==> src/rtl/sar_seq_pkg.sv <==
package sar_seq_pkg;
  // Total clocks in one frame: calibration/track, one sample clock,
  // one decision per bit, and a closing clock.
  function automatic int frame_clocks(input int width, input int cal_clks);
    return cal_clks + width + 2;
  endfunction

  // Clock number whose falling edge asserts hold.
  function automatic int sample_clock(input int cal_clks);
    return cal_clks + 1;
  endfunction

  // Clock number whose falling edge decides bit b.
  function automatic int decide_clock(input int width, input int cal_clks, input int b);
    return cal_clks + 1 + width - b;
  endfunction
endpackage

==> src/rtl/sar_frame_timer.sv <==
module sar_frame_timer #(
  parameter int WIDTH    = 8,
  parameter int CAL_CLKS = 2,
  parameter int PW       = 4
) (
  input  logic          clk,
  input  logic          rst,
  input  logic          start_n,
  output logic [PW-1:0] phase
);
  import sar_seq_pkg::*;
  localparam int FRAME = frame_clocks(WIDTH, CAL_CLKS);

  logic at_end;
  logic idle;
  assign at_end = (phase == PW'(FRAME));
  assign idle   = (phase == '0);

  // phase 0 = idle, phase k = during clock k of the frame
  always_ff @(posedge clk) begin
    if (rst)                          phase <= '0;
    else if ((idle || at_end) && !start_n) phase <= PW'(1);
    else if (at_end)                  phase <= '0;
    else if (!idle)                   phase <= phase + PW'(1);
  end
endmodule

==> src/rtl/sar_bit_engine.sv <==
module sar_bit_engine #(
  parameter int WIDTH    = 8,
  parameter int CAL_CLKS = 2,
  parameter int PW       = 4
) (
  input  logic             clk,
  input  logic             rst,
  input  logic [PW-1:0]    phase,
  input  logic             cmp_hi,
  output logic [WIDTH-1:0] trial,
  output logic             hold,
  output logic             bit_q
);
  import sar_seq_pkg::*;
  localparam int SAMPLE = sample_clock(CAL_CLKS);
  localparam int LAST   = decide_clock(WIDTH, CAL_CLKS, 0);
  localparam logic [WIDTH-1:0] MSB_ONLY = {1'b1, {(WIDTH-1){1'b0}}};

  logic [WIDTH-1:0] dec_hit;
  logic [WIDTH-1:0] trial_nx;
  logic             in_hold;

  // One decode per bit position: which clock decides this bit.
  for (genvar b = 0; b < WIDTH; b++) begin : g_hit
    assign dec_hit[b] = (phase == PW'(decide_clock(WIDTH, CAL_CLKS, b)));
  end

  assign in_hold = (phase >= PW'(SAMPLE)) && (phase <= PW'(LAST));

  always_comb begin
    trial_nx = trial;
    if (phase == PW'(SAMPLE)) trial_nx = MSB_ONLY;
    for (int b = 0; b < WIDTH; b++) begin
      if (dec_hit[b]) trial_nx[b] = cmp_hi;
    end
    for (int b = 1; b < WIDTH; b++) begin
      if (dec_hit[b]) trial_nx[b-1] = 1'b1;
    end
  end

  always_ff @(negedge clk) begin
    if (rst) begin
      trial <= '0;
      hold  <= 1'b0;
      bit_q <= 1'b0;
    end else begin
      trial <= trial_nx;
      hold  <= in_hold;
      bit_q <= (|dec_hit) & cmp_hi;
    end
  end
endmodule

==> src/rtl/sar_pin_ctrl.sv <==
module sar_pin_ctrl #(
  parameter int WIDTH    = 8,
  parameter int CAL_CLKS = 2,
  parameter int PW       = 4
) (
  input  logic          clk,
  input  logic          rst,
  input  logic [PW-1:0] phase,
  input  logic          start_n,
  input  logic          bit_q,
  output logic          sdata,
  output logic          sdata_oe
);
  import sar_seq_pkg::*;
  localparam int FRAME = frame_clocks(WIDTH, CAL_CLKS);

  logic release_q;
  logic at_end;
  assign at_end = (phase == PW'(FRAME));

  // Closing-edge decision: float the pin when start is high.
  always_ff @(negedge clk) begin
    if (rst) release_q <= 1'b0;
    else     release_q <= at_end && start_n;
  end

  assign sdata_oe = (phase != '0) && !(at_end && release_q);
  assign sdata    = sdata_oe && bit_q && !at_end;
endmodule

==> src/rtl/sar_serial_sequencer.sv <==
module sar_serial_sequencer #(
  parameter int WIDTH    = 8,
  parameter int CAL_CLKS = 2
) (
  input  logic             clk,
  input  logic             rst,
  input  logic             start_n,
  input  logic             cmp_hi,
  output logic             hold,
  output logic [WIDTH-1:0] trial_code,
  output logic             sdata,
  output logic             sdata_oe
);
  import sar_seq_pkg::*;
  localparam int FRAME = frame_clocks(WIDTH, CAL_CLKS);
  localparam int PW    = $clog2(FRAME + 1);

  logic [PW-1:0] phase;
  logic          bit_q;

  sar_frame_timer #(.WIDTH(WIDTH), .CAL_CLKS(CAL_CLKS), .PW(PW)) u_timer (
    .clk(clk), .rst(rst), .start_n(start_n), .phase(phase)
  );

  sar_bit_engine #(.WIDTH(WIDTH), .CAL_CLKS(CAL_CLKS), .PW(PW)) u_engine (
    .clk(clk), .rst(rst), .phase(phase), .cmp_hi(cmp_hi),
    .trial(trial_code), .hold(hold), .bit_q(bit_q)
  );

  sar_pin_ctrl #(.WIDTH(WIDTH), .CAL_CLKS(CAL_CLKS), .PW(PW)) u_pins (
    .clk(clk), .rst(rst), .phase(phase), .start_n(start_n), .bit_q(bit_q),
    .sdata(sdata), .sdata_oe(sdata_oe)
  );
endmodule

==> config.mk <==
export PLATFORM = sky130hd
export DESIGN_NAME = sar_serial_sequencer
export DESIGN_NICKNAME = d
export VERILOG_FILES = /design/src/rtl/sar_seq_pkg.sv /design/src/rtl/sar_frame_timer.sv /design/src/rtl/sar_bit_engine.sv /design/src/rtl/sar_pin_ctrl.sv /design/src/rtl/sar_serial_sequencer.sv
export SDC_FILE = /design/constraint.sdc
export NUM_CORES = 1
export LEC_CHECK = 0
export ABC_AREA = 1
export BUFFER_PORTS_ARGS = -buffer_cell sky130_fd_sc_hd__buf_2
export CORE_UTILIZATION = 40
export DETAILED_ROUTE_END_ITERATION = 10
export PLACE_DENSITY_LB_ADDON = 0.3
export SYNTH_ARGS = -nofsm -noshare
export SYNTH_HDL_FRONTEND = slang
export SYNTH_HIERARCHICAL = 1
export SYNTH_SLANG_ARGS = --single-unit
==> constraint.sdc <==
create_clock -name clk -period 2.2 [get_ports clk]
set_clock_uncertainty 0.1 [all_clocks]
set_input_delay 0.66 -clock clk [delete_from_list [all_inputs] [get_ports clk]]
set_output_delay 0.66 -clock clk [all_outputs]
set_load 0.02 [all_outputs]
After elaboration in Yosys (flattened, before gate mapping)
Cells that the tools add are included.

Bits in registers: 15. Bits in latches: 0. RAM bits: 0. Memory bits (read-only): 0. Input port bits: 4. Output and inout port bits: 11. Logic and storage cells: 70. Memories kept: 0.

Add/sub/neg operators: 1. Multiply operators: 0. Divide/modulo/power cells: 0. Order comparisons: 2. Equality and inequality tests: 11. Shift operators: 0. Mux-type cells: 19. Bitwise gates (word level): 1. Reduce and logical (&&, ||, !) cells: 23.

Operators by type and width (number): $reduce_bool 3->1 (7); $eq 4x4->1 const B (5); $mux 1 (18); $eq 4x3->1 const B (4); $mux 8 (1); $reduce_or 8->1 (1); $logic_and 1x1->1 (7); $add 4x1->4 const B (1); $eq 4x2->1 const B (1); $ge 4x2->1 const B (1); $le 4x4->1 const B (1); $logic_not 4->1 (1); $reduce_bool 4->1 (1); $logic_not 1->1 (3); $ne 3x2->1 const B (1); $reduce_or 3->1 (1); $reduce_bool 2->1 (1); $and 1x1->1 (1); $logic_or 1x1->1 (1).

Logic depth before layout (Yosys ltp)
Gate-level depths: netlist (run 1).

Word-level depth: 6. Gate-level depth with buffers: 8. Depth with buffers taken out: 8.

Cells and area by module
Netlist (run 1), hierarchy kept.

By module, submodules not included: sar_bit_engine (times used 1, cells each 77, area an instance 495.5 um^2); sar_frame_timer (times used 1, cells each 30, area an instance 231.5 um^2); sar_pin_ctrl (times used 1, cells each 16, area an instance 86.3 um^2).

==> results_dict.tcl, run 1 <==
set metrics [dict create \
    core_um2 1820 \
    slowest_delay_ps 300 \
    placed_cells 171 \
    nFillCells 144 \
    rows 15 \
    h-tree-depth 1 \
    die_w_um 47.1 \
    antenna_cells 0 \
    drt_iter0_drc 11 \
    maxSlewHeadroom 0.833 \
    r2r_start "u_timer/phase[2]" \
    drive_gt1_frac 0.494 \
    grt_overflow 0 \
    final_hold_viol_count 0 \
    portBuffers 14 \
    post_synth_fa_ha_maj_area_fraction 0.0308 \
    cts_hold_buf 0 \
    synth.avg_cell_area_um2 6.61 \
    io_pins 15 \
    hold_depth 2 \
    via_per_inst 4.85 \
    worstPathCellList "nand3_1 -> nand2_1 -> inv_2 -> buf_6" \
    antenna_found_initial 0 \
    yosysSeqAreaShare 0.369 \
    nets 173 \
    wl_per_cell_um 11.9 \
    tritoncts "yes" \
    whs_endpoint "u_engine/trial[6]" \
    hp-class "reg2reg" \
    utilization 0.741 \
    root_buffer "clkbuf_4" \
    drc 0 \
    arrival_ps 2030 \
    p_per_area_nw_per_um2 573 \
    synthArstFlopShare 0 \
    synth_ff_type "dfxtp_1" \
    fp.dieH_um 47.1 \
    tightest_slew_ps 251 \
    cp-end-kind "output port" \
    wl_um 2270 \
    maxSlewViolCount 0 \
    num_vias 927 \
    cp.required_ps 1440 \
    synth_top_family_by_area "simple AND/OR/NAND/NOR gates" \
    cts_buffers 3 \
    synth_xor_area_frac 0.0108 \
    dieArea_um2 2220 \
    finalSetupViolCount 14 \
    critPathSlowestCell "dfxtp_1" \
    stdcell_count 191 \
    rsz0062_at_grt "yes" \
    critical_path_buf_inv_count 2 \
    cp_top_family "flip-flops" \
    drt_first_pass_iters 4 \
    hpwl_um 1450 \
    clk_latency_ps 290 \
    drv_cap 0 \
    synth_area_um2 813 \
    fin_setup_tns_ps -5380 \
    yosys-mux-area-fraction 0 \
    critPathKind "reg2out" \
    r2r_setup_slack_ps -20 \
    clock_path_buffers 2 \
    setup_slack_ps -589 \
    cts_sinks 15 \
    yosys_register_bits 15 \
    reg2reg_depth 7 \
    ir_drop_uv 482 \
    cp-startpoint "u_pins/release_q" \
    reg2reg_to "u_engine/trial[5]" \
    place.gp.congestion 0.824 \
    outcome "finished, violations left" \
    grt_max_degree 12 \
    synth_cell_types 18 \
    holdCritStartpoint "u_engine/trial[6]" \
    synthCells 123 \
    yosysWarnings 6 \
    syn_to_final_growth_pct 65.8 \
    grt_pass1_vias 771 \
    path_max_fanout 1 \
    synthesis.nets 129 \
    grt_pass1_wl_um 3210 \
    clkTransAtPathRegs_ps 40 \
    initial_core_util 0.447 \
    start_kind "flop" \
    grt.total_usage 0.209 \
    ant_nets 0 \
    p_leak_nw 0.656 \
    violations "negative setup slack" \
    synth_edf_count 0 \
    synth_compound_gate_area_share 0.0708 \
    yosys.area_share.simple 0.431 \
]
## power by group
group	total, mW	internal (mW)	leakage (nW)	switching, mW
clock	0.307	0.164	0.0847	0.143
sequential	0.284	0.270	0.132	0.0134
combinational	0.183	0.0714	0.440	0.111
total	0.774	0.506	0.656	0.268
## logic make-up (layout without fill, tap and decap cells)
kind of cell | after synthesis | count (layout)
DFF | 15 | 15
adders and majority gates | 2 | 2
and+or+nand+nor | 75 | 75
buffers and inverters | 19 | 62
xor gates and xnor gates | 1 | 1
AOI/OAI and AO/OA | 11 | 11
## sequential cells by signal, summed over array words and instances, names as in the netlist
| register | count |
|---|---|
| u_engine/hold | 1 |
| u_engine/bit_q | 1 |
| u_engine/trial | 8 |
| u_timer/phase | 4 |
| u_pins/release_q | 1 |
## tightest hold or removal path, stage by stage (launching register included)
cell,delay [ps]
dfxtp_4,330
nand2_1,60
a21oi_1,60
## worst max-delay path by stage
stage                to  slack (ps)  cells after the start
4_1_cts           sdata        -600                      3
5_1_grt        sdata_oe        -650                      4
3_5_place_dp      sdata        -290                      3
2_1_floorplan     sdata        -160                      2
3_3_place_gp      sdata        -250                      3
6_report       sdata_oe        -590                      4
## layer usage
layer / part of all wire / up-vias / global-route usage / wire [um]
li1: - / 473 / - / -
met1: 0.42 / 432 / 0.248 / 965
met2: 0.54 / 18 / 0.369 / 1230
met3: 0.023 / 4 / 0.0385 / 52
met4: 0.011 / 0 / 0.0857 / 24
met5: 0 / - / 0 / 0
## Yosys cell counts (2+ instances only)
| master | n | area [um2] |
|---|---|---|
| nand2_2 | 3 | 18.8 |
| o21ai_1 | 2 | 10.0 |
| nor3_1 | 2 | 10.0 |
| dfxtp_1 | 15 | 300 |
| a21oi_1 | 6 | 30.0 |
| nor2_4 | 3 | 33.8 |
| o21ai_0 | 2 | 10.0 |
| nand3_2 | 2 | 20.0 |
| inv_1 | 14 | 52.6 |
| nand3_1 | 17 | 85.1 |
| ha_1 | 2 | 25.0 |
| inv_2 | 4 | 15.0 |
| nor2_1 | 20 | 75.1 |
| nand2_1 | 27 | 101 |
## placed cells by master, fill, tap and decap left out, types with 2 or more instances in the layout
master / count
inv_1: 20
nand2_1: 20
nor2_1: 17
buf_6: 14
buf_4: 14
nand3_1: 14
dfxtp_4: 13
nand2_2: 6
a21oi_1: 5
nand3_2: 5
nand2_4: 4
nor2_4: 4
inv_2: 4
clkbuf_4: 3
buf_2: 3
nor2_2: 3
inv_4: 2
o21ai_1: 2
ha_1: 2
## stage by stage
stage	power (mW)	instance area, um2	worst slack (ps)	hold WS, ps
floorplan	0.431	888	-159	394
global placement	0.476	1050	-245	368
detailed placement	0.482	1050	-289	371
CTS	0.765	1260	-603	384
global route	0.830	1350	-647	398
finish	0.774	1350	-589	383
## cell type report
class	instances	area (um2)	area share
repair buffers	31	278	0.206
inverters	16	70.1	0.0519
flip-flops and latches	15	350	0.260
multi-input cells	89	531	0.393
clock inverters	11	41.3	0.0306
clock buffers	4	47.5	0.0353
well taps	25	31.3	0.0232
## what timing repair did
item                       CTS  global route
buffers inserted             4             3
pin swaps                    7             9
setup endpoints to repair   14            19
gates resized for setup     31            19
(Power assumes the default switching activity.)
==> run 2, diff against run 1 <==
--- a/config.mk
+++ b/config.mk
@@ -7,9 +7,11 @@
 export LEC_CHECK = 0
 export ABC_AREA = 1
 export BUFFER_PORTS_ARGS = -buffer_cell sky130_fd_sc_hd__buf_2
-export CORE_UTILIZATION = 40
+export CELL_PAD_IN_SITES_DETAIL_PLACEMENT = 0
+export CELL_PAD_IN_SITES_GLOBAL_PLACEMENT = 2
+export CORE_UTILIZATION = 30
 export DETAILED_ROUTE_END_ITERATION = 10
-export PLACE_DENSITY_LB_ADDON = 0.3
+export PLACE_DENSITY_LB_ADDON = 0.1
 export SYNTH_ARGS = -nofsm -noshare
 export SYNTH_HDL_FRONTEND = slang
 export SYNTH_HIERARCHICAL = 1
==> results_dict.tcl, run 2 (synthesis gave the netlist of run 1 again) <==
set metrics [dict create \
    largest_reg_flops 8 \
    regMostFlops "u_engine/trial" \
    finalSetupViolCount 14 \
    place.gp.congestion 0.767 \
    setup_slack_ps -596 \
    hold_depth 2 \
    r2r_setup_slack_ps -50 \
    utilization 0.567 \
    power.switching_uw 277 \
    grt_max_degree 12 \
    dieArea_um2 2920 \
    hp-class "reg2reg" \
    cts_buffers 3 \
    nets 176 \
    cp-startpoint "u_pins/release_q" \
    cts_sinks 15 \
    clkTransAtPathRegs_ps 40 \
    ant_nets 0 \
    rsz0062_at_grt "yes" \
    arrival_ps 2040 \
    grt_pass1_wl_um 3420 \
    root_buffer "clkbuf_4" \
    drc 0 \
    maxSlewViolCount 0 \
    via_per_inst 4.65 \
    path_max_fanout 1 \
    syn_to_final_growth_pct 76.0 \
    start_kind "flop" \
    portBuffers 14 \
    p_leak_nw 0.676 \
    rows 18 \
    antenna_found_initial 0 \
    drive_gt1_frac 0.527 \
    clock_path_buffers 2 \
    final_common_cell "nand2_1" \
    outcome "finished, violations left" \
    cp-end-kind "output port" \
    initial_core_util 0.322 \
    clk_latency_ps 290 \
    drt_first_pass_iters 4 \
    antenna_cells 0 \
    io_pins 15 \
    core_um2 2520 \
    hpwl_um 1490 \
    setup.worst_path.end "sdata_oe" \
    h-tree-depth 1 \
    reg2reg_depth 7 \
    swShare 0.351 \
    internal_power_uw 513 \
    final_hold_viol_count 0 \
    violations "negative setup slack" \
    die_w_um 54.1 \
    num_vias 926 \
    critPathKind "reg2out" \
    r2r_start "u_timer/phase[2]" \
    cp.required_ps 1440 \
    ir_drop_uv 466 \
    drv_cap 0 \
    grt_pass1_vias 810 \
    power_frac_seq 0.362 \
    maxSlewHeadroom 0.809 \
    drt_iter0_drc 9 \
    wl_per_cell_um 10.4 \
    tritoncts "yes" \
    mostFrequentLayoutCells "nand2_1, buf_6, inv_1" \
    reg2reg_to "u_engine/trial[5]" \
    tightest_slew_ps 286 \
    holdCritStartpoint "u_engine/trial[0]" \
    grt.total_usage 0.164 \
    power_frac_clock 0.399 \
    cts_hold_buf 0 \
    reg_top3 "u_engine/trial x8, u_timer/phase x4" \
    grt_overflow 0 \
    fp.dieH_um 54.1 \
    p_per_area_nw_per_um2 552 \
    combPwrFrac 0.239 \
    total_power_uw 790 \
    wl_um 2070 \
]
[run 2: cell count changes in the layout (fill, tap and decap cells not counted), sizes merged]
cell | previous run | this run
buf | 31 | 34
[run 2: layout make-up]
type                            instances  area (um2)
Clock inverter                         11        41.3
Clock buffer                            4        47.5
Timing Repair Buffer                   34         328
Fill cell                             248        1090
Multi-Input combinational cell         89         554
Inverter                               16        72.6
Sequential cell                        15         350
Tap cell                               30        37.5
[run 2: critical path, stage by stage, from the launching register on]
cell	delay, ps
dfxtp_1	300
nand3_1	50
nand2_1	80
inv_2	40
buf_6	120
[run 2: worst min path at each step]
stage	endpoint	slack, ps
finish	u_engine/trial[0]	380
global route	u_engine/trial[6]	410
global placement	u_engine/trial[0]	370
floorplan	u_engine/trial[0]	390
detailed placement	u_engine/trial[0]	370
CTS	u_engine/trial[0]	390
[run 2: metal layers]
layer | wire [um] | vias to the layer above | global-route usage
met1 | 965 | 430 | 0.195
met3 | 53 | 0 | 0.0254
li1 | - | 485 | -
met4 | 0 | 0 | 0.0641
met5 | 0 | - | 0
met2 | 1050 | 11 | 0.292
[run 2: power by group through the flow]
stage / clock (mW) / sequential, mW / combinational, mW
3_5_place_dp: 0.0361 / 0.288 / 0.165
4_1_cts: 0.325 / 0.282 / 0.175
6_report: 0.316 / 0.286 / 0.189
3_3_place_gp: 0.0361 / 0.289 / 0.163
5_1_grt: 0.358 / 0.288 / 0.209
2_1_floorplan: 0.0361 / 0.297 / 0.0980
[run 2: timing repair]
item,4_1_cts,5_1_grt
pin swaps,3,15
endpoints found under the hold margin,0,0
endpoints found under the setup margin,13,22
gates cloned,0,0
gates resized for setup,28,32
setup buffers,2,6
[run 2: through the flow]
stage	setup slack [ps]	area (um2)	instances	hold slack [ps]	setup TNS, ps
finish	-596	1430	199	385	-5480
global route	-660	1430	199	409	-6190
CTS	-613	1250	193	386	-5560
detailed placement	-276	1070	178	373	-3750
global placement	-252	1070	178	368	-3780
floorplan	-159	888	123	394	-431
